## src/rtl/bnk_unlock_pkg.sv

```systemverilog
package bnk_unlock_pkg;

  typedef enum logic [1:0] {
    ST_WAIT = 2'd0,   // waiting for the all-ones opening read
    ST_KEY  = 2'd1,   // comparing key groups
    ST_CAPT = 2'd2    // next read carries the bank index
  } seq_state_e;

endpackage

```

## src/rtl/bnk_stb_edge.sv

```systemverilog
module bnk_stb_edge (
  input  logic clk,
  input  logic rst_n,
  input  logic stb_i,
  output logic evt_o
);

  logic stb_q;

  always_ff @(posedge clk) begin
    if (!rst_n) stb_q <= 1'b0;
    else        stb_q <= stb_i;
  end

  assign evt_o = stb_i && !stb_q;

  // a read event is never followed directly by another
  a_r8_single_event: assert property (@(posedge clk) disable iff (!rst_n)
    evt_o |=> !evt_o);

endmodule

```

## src/rtl/bnk_key_seq.sv

```systemverilog
module bnk_key_seq
  import bnk_unlock_pkg::*;
#(
  parameter int NIB_W     = 4,
  parameter int KEY_STEPS = 16,
  parameter logic [NIB_W*KEY_STEPS-1:0] KEY = '0
) (
  input  logic             clk,
  input  logic             rst_n,
  input  logic             evt_i,
  input  logic [NIB_W-1:0] nib_i,
  output logic             cap_o
);

  localparam int CNT_W = (KEY_STEPS > 1) ? $clog2(KEY_STEPS) : 1;
  localparam logic [CNT_W-1:0] LAST_STEP = CNT_W'(KEY_STEPS - 1);
  localparam logic [NIB_W-1:0] PREAMBLE  = {NIB_W{1'b1}};

  seq_state_e       state_q, state_d;
  logic [CNT_W-1:0] step_q, step_d;
  logic [NIB_W-1:0] exp_nib;
  logic             hit;

  assign exp_nib = KEY[step_q*NIB_W +: NIB_W];
  assign hit     = (nib_i == exp_nib);

  always_comb begin
    state_d = state_q;
    step_d  = step_q;
    if (evt_i) begin
      unique case (state_q)
        ST_WAIT: begin
          if (nib_i == PREAMBLE) begin
            state_d = ST_KEY;
            step_d  = '0;
          end
        end
        ST_KEY: begin
          if (hit) begin
            if (step_q == LAST_STEP) state_d = ST_CAPT;
            else                     step_d  = step_q + 1'b1;
          end else if (nib_i == PREAMBLE) begin
            state_d = ST_KEY;
            step_d  = '0;
          end else begin
            state_d = ST_WAIT;
            step_d  = '0;
          end
        end
        ST_CAPT: begin
          state_d = ST_WAIT;
          step_d  = '0;
        end
        default: begin
          state_d = ST_WAIT;
          step_d  = '0;
        end
      endcase
    end
  end

  always_ff @(posedge clk) begin
    if (!rst_n) begin
      state_q <= ST_WAIT;
      step_q  <= '0;
    end else begin
      state_q <= state_d;
      step_q  <= step_d;
    end
  end

  assign cap_o = evt_i && (state_q == ST_CAPT);

  // no progress without a read event
  a_r8_no_step_without_event: assert property (@(posedge clk) disable iff (!rst_n)
    !evt_i |=> ($stable(step_q) && $stable(state_q)));

  // a matching group advances the step by exactly one
  a_r4_step_advance: assert property (@(posedge clk) disable iff (!rst_n)
    (evt_i && state_q == ST_KEY && hit && step_q != LAST_STEP)
      |=> (state_q == ST_KEY && step_q == CNT_W'($past(step_q) + 1'b1)));

  // a wrong group that is not all ones returns to waiting
  a_r5_mismatch_restart: assert property (@(posedge clk) disable iff (!rst_n)
    (evt_i && state_q == ST_KEY && !hit && nib_i != PREAMBLE)
      |=> (state_q == ST_WAIT));

  // a wrong all-ones group restarts at step zero
  a_r5_preamble_rearm: assert property (@(posedge clk) disable iff (!rst_n)
    (evt_i && state_q == ST_KEY && !hit && nib_i == PREAMBLE)
      |=> (state_q == ST_KEY && step_q == '0));

endmodule

```

## src/rtl/bnk_sel_reg.sv

```systemverilog
module bnk_sel_reg #(
  parameter int NIB_W = 4
) (
  input  logic             clk,
  input  logic             rst_n,
  input  logic             cap_i,
  input  logic [NIB_W-1:0] nib_i,
  output logic             sel_o,
  output logic [NIB_W-1:0] idx_o
);

  logic             sel_q;
  logic [NIB_W-1:0] idx_q;

  always_ff @(posedge clk) begin
    if (!rst_n) begin
      sel_q <= 1'b0;
      idx_q <= '0;
    end else if (cap_i) begin
      sel_q <= 1'b1;
      idx_q <= nib_i;
    end
  end

  assign sel_o = sel_q;
  assign idx_o = idx_q;

  // reset clears the selection
  a_r1_reset_clear: assert property (@(posedge clk)
    !rst_n |=> (!sel_q && idx_q == '0));

endmodule

```

## src/rtl/bnk_unlock.sv

```systemverilog
module bnk_unlock #(
  parameter int NIB_W     = 4,
  parameter int KEY_STEPS = 16,
  parameter logic [NIB_W*KEY_STEPS-1:0] KEY = 64'h3C5A_0E96_D217_84B6
) (
  input  logic             clk,
  input  logic             rst_n,
  input  logic             cyc_stb,
  input  logic [NIB_W-1:0] addr_nib,
  output logic             bank_sel,
  output logic [NIB_W-1:0] bank_idx
);

  logic evt;
  logic cap;

  bnk_stb_edge u_edge (
    .clk   (clk),
    .rst_n (rst_n),
    .stb_i (cyc_stb),
    .evt_o (evt)
  );

  bnk_key_seq #(
    .NIB_W     (NIB_W),
    .KEY_STEPS (KEY_STEPS),
    .KEY       (KEY)
  ) u_seq (
    .clk   (clk),
    .rst_n (rst_n),
    .evt_i (evt),
    .nib_i (addr_nib),
    .cap_o (cap)
  );

  bnk_sel_reg #(
    .NIB_W (NIB_W)
  ) u_sel (
    .clk   (clk),
    .rst_n (rst_n),
    .cap_i (cap),
    .nib_i (addr_nib),
    .sel_o (bank_sel),
    .idx_o (bank_idx)
  );

  // outputs hold unless a capture happens
  a_r7_hold_without_capture: assert property (@(posedge clk) disable iff (!rst_n)
    !cap |=> ($stable(bank_idx) && $stable(bank_sel)));

  // a capture selects and takes the sampled index
  a_r6_capture_loads: assert property (@(posedge clk) disable iff (!rst_n)
    cap |=> (bank_sel && bank_idx == $past(addr_nib)));

endmodule

```

## config.mk

```make
export PLATFORM = sky130hd
export DESIGN_NAME = bnk_unlock
export DESIGN_NICKNAME = d
export VERILOG_FILES = /design/src/rtl/bnk_unlock_pkg.sv /design/src/rtl/bnk_stb_edge.sv /design/src/rtl/bnk_key_seq.sv /design/src/rtl/bnk_sel_reg.sv /design/src/rtl/bnk_unlock.sv
export SDC_FILE = /design/constraint.sdc
export NUM_CORES = 1
export LEC_CHECK = 0
export CORE_MARGIN = 4
export CORE_UTILIZATION = 45
export CTS_CLUSTER_DIAMETER = 150
export DETAILED_ROUTE_END_ITERATION = 8
export GPL_TIMING_DRIVEN = 0
export HOLD_SLACK_MARGIN = 0.08
export PLACE_DENSITY = 0.76
export SYNTH_ARGS = -nofsm -noshare
export SYNTH_HDL_FRONTEND = slang
export SYNTH_SLANG_ARGS = --single-unit
```

## constraint.sdc

```tcl
create_clock -name clk -period 6.2 [get_ports clk]
set_input_delay 0.62 -clock clk [delete_from_list [all_inputs] [get_ports clk]]
set_output_delay 0.62 -clock clk [all_outputs]
set_load 0.02 [all_outputs]
```

==> results.py, run 1 <==
metrics = {
    "cts": {
        "cts_tree": "built",
        "holdBufCountCts": 0,
        "cts_made_buffers": 3,
        "cts.sinks": 12,
        "clock_path_buffers": 2,
        "worst_skew_pair.late_latency_ps": 270,
        "post-cts-setup-buffers": 0,
        "cts.clk_slew.worst_paths_ps": 70,
        "cts_resized": 0,
        "htree_levels": 1,
        "cts-root-buf": "clkbuf_4",
    },
    "die": {
        "core_sq_um": 1590,
        "die_width_um": 50.2,
        "die-height_um": 50.2,
        "start_util_pct": 50.3,
        "io_pins": 12,
        "placementRows": 14,
        "die_area_sq_um": 2520,
    },
    "logic_synthesis": {
        "yosysSeqAreaShare_pct": 30.0,
        "avgSynthCellArea_sq_um": 8.81,
        "yosysTopAreaCell": "dfxtp_1",
        "synth_area_leaders": "dfxtp_1 30%, ha_1 6.2%, mux2i_1 6.2%",
        "ys_warn_count": 0,
        "yosys_most_used_dff": "dfxtp_1",
        "synth_top_area_share_pct": 30.0,
        "syn_area_sq_um": 802,
        "synthCells": 91,
        "synth-seq-cells": 12,
        "synth_nets": 102,
        "async_flop_share_pct": 0,
        "synth_edf_count": 0,
        "synth_cell_types": 35,
        "synth_common_cells": "12 x dfxtp_1, 12 x nor2_1, 6 x nand2b_1, 5 x mux2i_1",
    },
    "drt": {
        "routedWlPerCell_um": 13.4,
        "vias": 696,
        "wirelength_um": 1740,
        "drc": 0,
        "drt_first_pass_iters": 4,
        "drt-vias-per-instance": 5.40,
        "antenna_left": 0,
        "drt_iter0_drc": 22,
    },
    "sta": {
        "slew_headroom_pct": 41.8,
        "period_minus_slack_ps": 2690,
        "hold_ws_ps": 476,
        "period_share_pct": 43.4,
        "slew_violations": 0,
        "setup_viol_count_final": 0,
        "worst_slack_ps": 3510,
        "tightest_slew_ps": 871,
        "finClkSkew_ps": 2.24,
        "fmaxAchievable_mhz": 372,
        "finalHoldViolCount": 0,
        "rsz0062_at_grt": "no",
        "fin_tns_setup_ps": 0,
    },
    "pwr": {
        "irDropWorstVdd_mv": 0.115,
        "p_leak_nw": 0.308,
        "p_per_area_nw_per_um2": 144,
    },
    "grt": {
        "grt_usage_pct": 15.4,
        "antenna_found_initial": 0,
        "grt_pass1_vias": 620,
        "gr-total-overflow": 0,
        "grt_pass1_wl_um": 2930,
        "grt_max_degree": 11,
    },
    "critical_path": {
        "crit_path_start_kind": "flop",
        "cp_data_arrival_time_ps": 2880,
        "path_max_fanout": 9,
        "crit_type": "reg2reg",
        "crit_required_ps": 6390,
        "critPathCaptureType": "flop",
    },
    "layout": {
        "drive_above_1_share_pct": 11.4,
        "multi_input_area_sq_um": 518,
        "layout.nets": 118,
        "finish.utilization_pct": 60.5,
        "diodes": 0,
        "regArea_sq_um": 240,
        "fillCellCount": 145,
        "syn2layout_area_growth_pct": 20.3,
    },
    "worst_hold_path": {
        "hp-class": "reg2reg",
    },
    "place": {
        "place_ws_ps": 3530,
        "io_buffer_count": 11,
        "dp_hpwl_um": 1260,
        "gp_congestion": 0.883,
    },
    "run": {
        "cap_violations": 0,
    },
    "outcome": {
        "status": "finished, final reports clean",
    },
}
-- sequential cells by signal, indices dropped and copies added (netlist names) --
register,cells
u_edge.stb_q,1
u_sel.idx_o,4
u_sel.sel_o,1
u_seq.state_q,2
u_seq.step_q,4
-- cells by family after synthesis --
logic type	Yosys count	share of synthesized area [%]
AO/OA/AOI/OAI	17	13.1
XOR/XNOR	4	6.71
adder cells (fa/ha/maj)	4	6.24
buffers and inverters	9	5.46
flip-flops	12	30.0
multiplexers	7	11.9
AND/OR/NAND/NOR	38	26.7
-- final timing paths --
kind	from	end	slack, ps	cells after the start
min reg2reg	u_sel.sel_o$_SDFFE_PN0P_	u_sel.sel_o$_SDFFE_PN0P_	480	2
max	u_seq.step_q[0]$_SDFFE_PN0P_	u_seq.step_q[3]$_SDFFE_PN0P_	3510	9
min	u_sel.sel_o$_SDFFE_PN0P_	u_sel.sel_o$_SDFFE_PN0P_	480	2
max reg2reg	u_seq.step_q[0]$_SDFFE_PN0P_	u_seq.step_q[3]$_SDFFE_PN0P_	3510	9
-- per-layer routing --
| metal | GRT usage (%) | vias up | wire length (um) |
|---|---|---|---|
| met5 | 0 | - | 0 |
| met4 | 4.15 | 0 | 21 |
| met3 | 6.51 | 4 | 82 |
| met2 | 23.3 | 11 | 825 |
| met1 | 20.1 | 330 | 805 |
| li1 | - | 351 | - |
-- layout by cell type (no fill, tap or decap), types with 2 or more instances in the layout --
cell and instances:
nor2_1 12, dfxtp_1 12, clkdlybuf4s50_1 11, nand2b_1 6, mux2i_1 5, a21oi_1 4, a31oi_1 4, nand2_1 4
nand3_1 4, ha_1 4, inv_1 3, xnor2_1 3, clkbuf_4 3, clkbuf_1 2, mux4_2 2, nor2b_1 2
o21ai_0 2, o21ai_1 2, a211oi_1 2
-- where the power goes --
part	switching (mW)	internal, mW	leakage [nW]
clock network	0.0251	0.0225	0.0138
logic	0.00688	0.00670	0.197
registers	0.000326	0.0775	0.0969
-- critical path, cell delays in order (launching register included) --
cell      delay (ps)
dfxtp_1          360
clkbuf_2         200
inv_1             90
ha_1             240
or2_2            320
mux4_2           530
mux2i_1          190
nor4_4           310
o21ai_1          120
a211oi_1         240
-- through the flow --
step | instance area (sq um) | power, mW | instances
global route | 965 | 0.147 | 129
detailed placement | 942 | 0.0932 | 126
CTS | 965 | 0.142 | 129
global placement | 942 | 0.0929 | 126
floorplan | 802 | 0.0866 | 91
finish | 965 | 0.139 | 129
-- layout make-up --
cell class                      count  share of cell area, %
Buffer                              6                   3.37
Timing Repair Buffer               11                   11.4
Tap cell                           24                   3.11
Sequential cell                    12                   24.9
Multi-Input combinational cell     70                   53.7
Clock buffer                        3                   2.33
Inverter                            3                   1.17
Note: power is estimated with default switching activity, not from simulation.
==> run 2: changes to the inputs <==
--- a/config.mk
+++ b/config.mk
@@ -11,7 +11,7 @@
 export DETAILED_ROUTE_END_ITERATION = 8
 export GPL_TIMING_DRIVEN = 0
 export HOLD_SLACK_MARGIN = 0.08
-export PLACE_DENSITY = 0.76
+export PLACE_DENSITY = 0.79
 export SYNTH_ARGS = -nofsm -noshare
 export SYNTH_HDL_FRONTEND = slang
 export SYNTH_SLANG_ARGS = --single-unit
==> constraint.sdc (replaced) <==
create_clock -name clk -period 2.4 [get_ports clk]
set_input_delay 0.24 -clock clk [delete_from_list [all_inputs] [get_ports clk]]
set_output_delay 0.24 -clock clk [all_outputs]
set_load 0.02 [all_outputs]
==> results.py, run 2 (synthesis gave the netlist of run 1 again) <==
metrics = {
    "cts": {
        "worst_skew_pair.late_latency_ps": 270,
        "htree_levels": 1,
        "cts.sinks": 12,
        "cts_tree": "built",
        "cts-root-buf": "clkbuf_4",
        "clock_path_buffers": 2,
        "cts_made_buffers": 3,
        "cts.clk_slew.worst_paths_ps": 70,
    },
    "critical_path": {
        "worst-path-buf-inv": 3,
        "path_max_fanout": 4,
        "crit_path_start_kind": "flop",
        "critPathCaptureType": "flop",
        "path_cells": "inv_2, ha_4, mux4_2, xnor2_4, buf_6, nor4_4, buf_4, o21ai_2, a211oi_1",
        "rr_startpoint": "u_seq.step_q[1]$_SDFFE_PN0P_",
        "cp_data_arrival_time_ps": 2530,
        "crit_required_ps": 2590,
        "crit_type": "reg2reg",
        "critPathSlowestCell": "mux4_2",
        "crit_start": "u_seq.step_q[1]$_SDFFE_PN0P_",
        "slowest_delay_ps": 530,
        "path_delay_family": "multiplexers",
    },
    "sta": {
        "rsz0062_at_grt": "yes",
        "hold_ws_ps": 474,
        "slew_headroom_pct": 41.8,
        "setup_viol_count_final": 0,
        "tightest_slew_ps": 871,
        "slew_violations": 0,
        "finClkSkew_ps": 2.82,
        "finalHoldViolCount": 0,
        "period_minus_slack_ps": 2340,
        "fmaxAchievable_mhz": 427,
        "period_share_pct": 97.5,
    },
    "worst_hold_path": {
        "hp-class": "reg2reg",
        "worstHoldStart": "u_sel.sel_o$_SDFFE_PN0P_",
    },
    "die": {
        "core_sq_um": 1590,
        "die_area_sq_um": 2520,
        "die-height_um": 50.2,
        "start_util_pct": 50.3,
        "die_width_um": 50.2,
        "io_pins": 12,
        "placementRows": 14,
    },
    "drt": {
        "drt-vias-per-instance": 5.37,
        "antenna_left": 0,
        "drt_first_pass_iters": 4,
        "drt_iter0_drc": 7,
        "vias": 736,
        "routedWlPerCell_um": 14.2,
        "wirelength_um": 1940,
        "drc": 0,
    },
    "layout": {
        "layout.cells.non_filler": 137,
        "final_cell_mix": "11 x nor2_1, 11 x clkdlybuf4s50_1, 10 x dfxtp_1",
        "finish.utilization_pct": 69.6,
        "syn2layout_area_growth_pct": 38.4,
        "drive_above_1_share_pct": 28.3,
        "layout.nets": 126,
        "diodes": 0,
    },
    "pwr": {
        "irDropWorstVdd_mv": 0.308,
        "p_per_area_nw_per_um2": 326,
        "finalPower_mw": 0.362,
        "p_leak_nw": 0.367,
    },
    "grt": {
        "gr-total-overflow": 0,
        "antenna_found_initial": 0,
        "grt_pass1_wl_um": 3260,
        "grt_pass1_vias": 707,
        "grt_max_degree": 11,
        "grt_usage_pct": 17.1,
    },
    "place": {
        "dp_hpwl_um": 1290,
        "gp_congestion": 0.845,
        "dp_cells": 126,
        "io_buffer_count": 11,
    },
    "run": {
        "cap_violations": 0,
    },
    "outcome": {
        "status": "finished, final reports clean",
    },
}
[run 2: cell count changes in the layout (fill, tap and decap cells not counted), sizes merged]
cell    before  now
buf          3   12
clkbuf       6    5
[run 2: report_power, final]
group	switching, mW	internal, mW	leakage, nW	total, mW
Combinational	0.0205	0.0209	0.254	0.0414
Clock	0.0639	0.0581	0.0138	0.122
Sequential	0.000777	0.198	0.0986	0.199
[run 2: per-layer routing]
metal	vias to the layer above	share of wire, %	global-route usage (%)
met3	4	3.9	6.21
met1	349	44	19.9
met5	-	0	0
met2	12	51	28.7
met4	0	1.3	5.99
li1	371	-	-
[run 2: metrics by stage]
step	setup WS (ps)	TNS, ps	area [sq um]
floorplan	18.5	0	802
global placement	-183	-583	942
detailed placement	-233	-994	942
CTS	-32.6	-85.5	1090
global route	-14.8	-26.6	1110
finish	60.1	0	1110
[run 2: worst paths after layout]
path | endpoint | depth (start not counted) | slack [ps]
setup / recovery | u_seq.step_q[3]$_SDFFE_PN0P_ | 9 | 60
hold / removal | u_sel.sel_o$_SDFFE_PN0P_ | 2 | 470
setup reg to reg | u_seq.step_q[3]$_SDFFE_PN0P_ | 9 | 60
hold reg to reg | u_sel.sel_o$_SDFFE_PN0P_ | 2 | 470
[run 2: repair_timing]
| action | 4_1_cts | 5_1_grt |
|---|---|---|
| gates resized for setup | 16 | 9 |
| hold buffers | 0 | 0 |
| buffers inserted | 8 | 2 |
| pin swaps | 8 | 6 |
| endpoints found under the setup margin | 6 | 6 |
[run 2: layout make-up]
class                   count  area [sq um]
plain buffers               5          27.5
clock buffers               3          22.5
fillers                   131           484
inverters                   3          18.8
multi-input cells          70           578
flip-flops and latches     12           248
well taps                  24          30.0
repair buffers             20           185
[run 2: worst reg2reg max path, delay by kind of cell, from the launching register on]
family | cells | cell delay, ps
mux | 1 | 530
buf+inv | 3 | 400
flops | 1 | 380
simple gates | 1 | 290
compound gates | 2 | 270
fa+ha+maj | 1 | 240
xor+xnor | 1 | 160
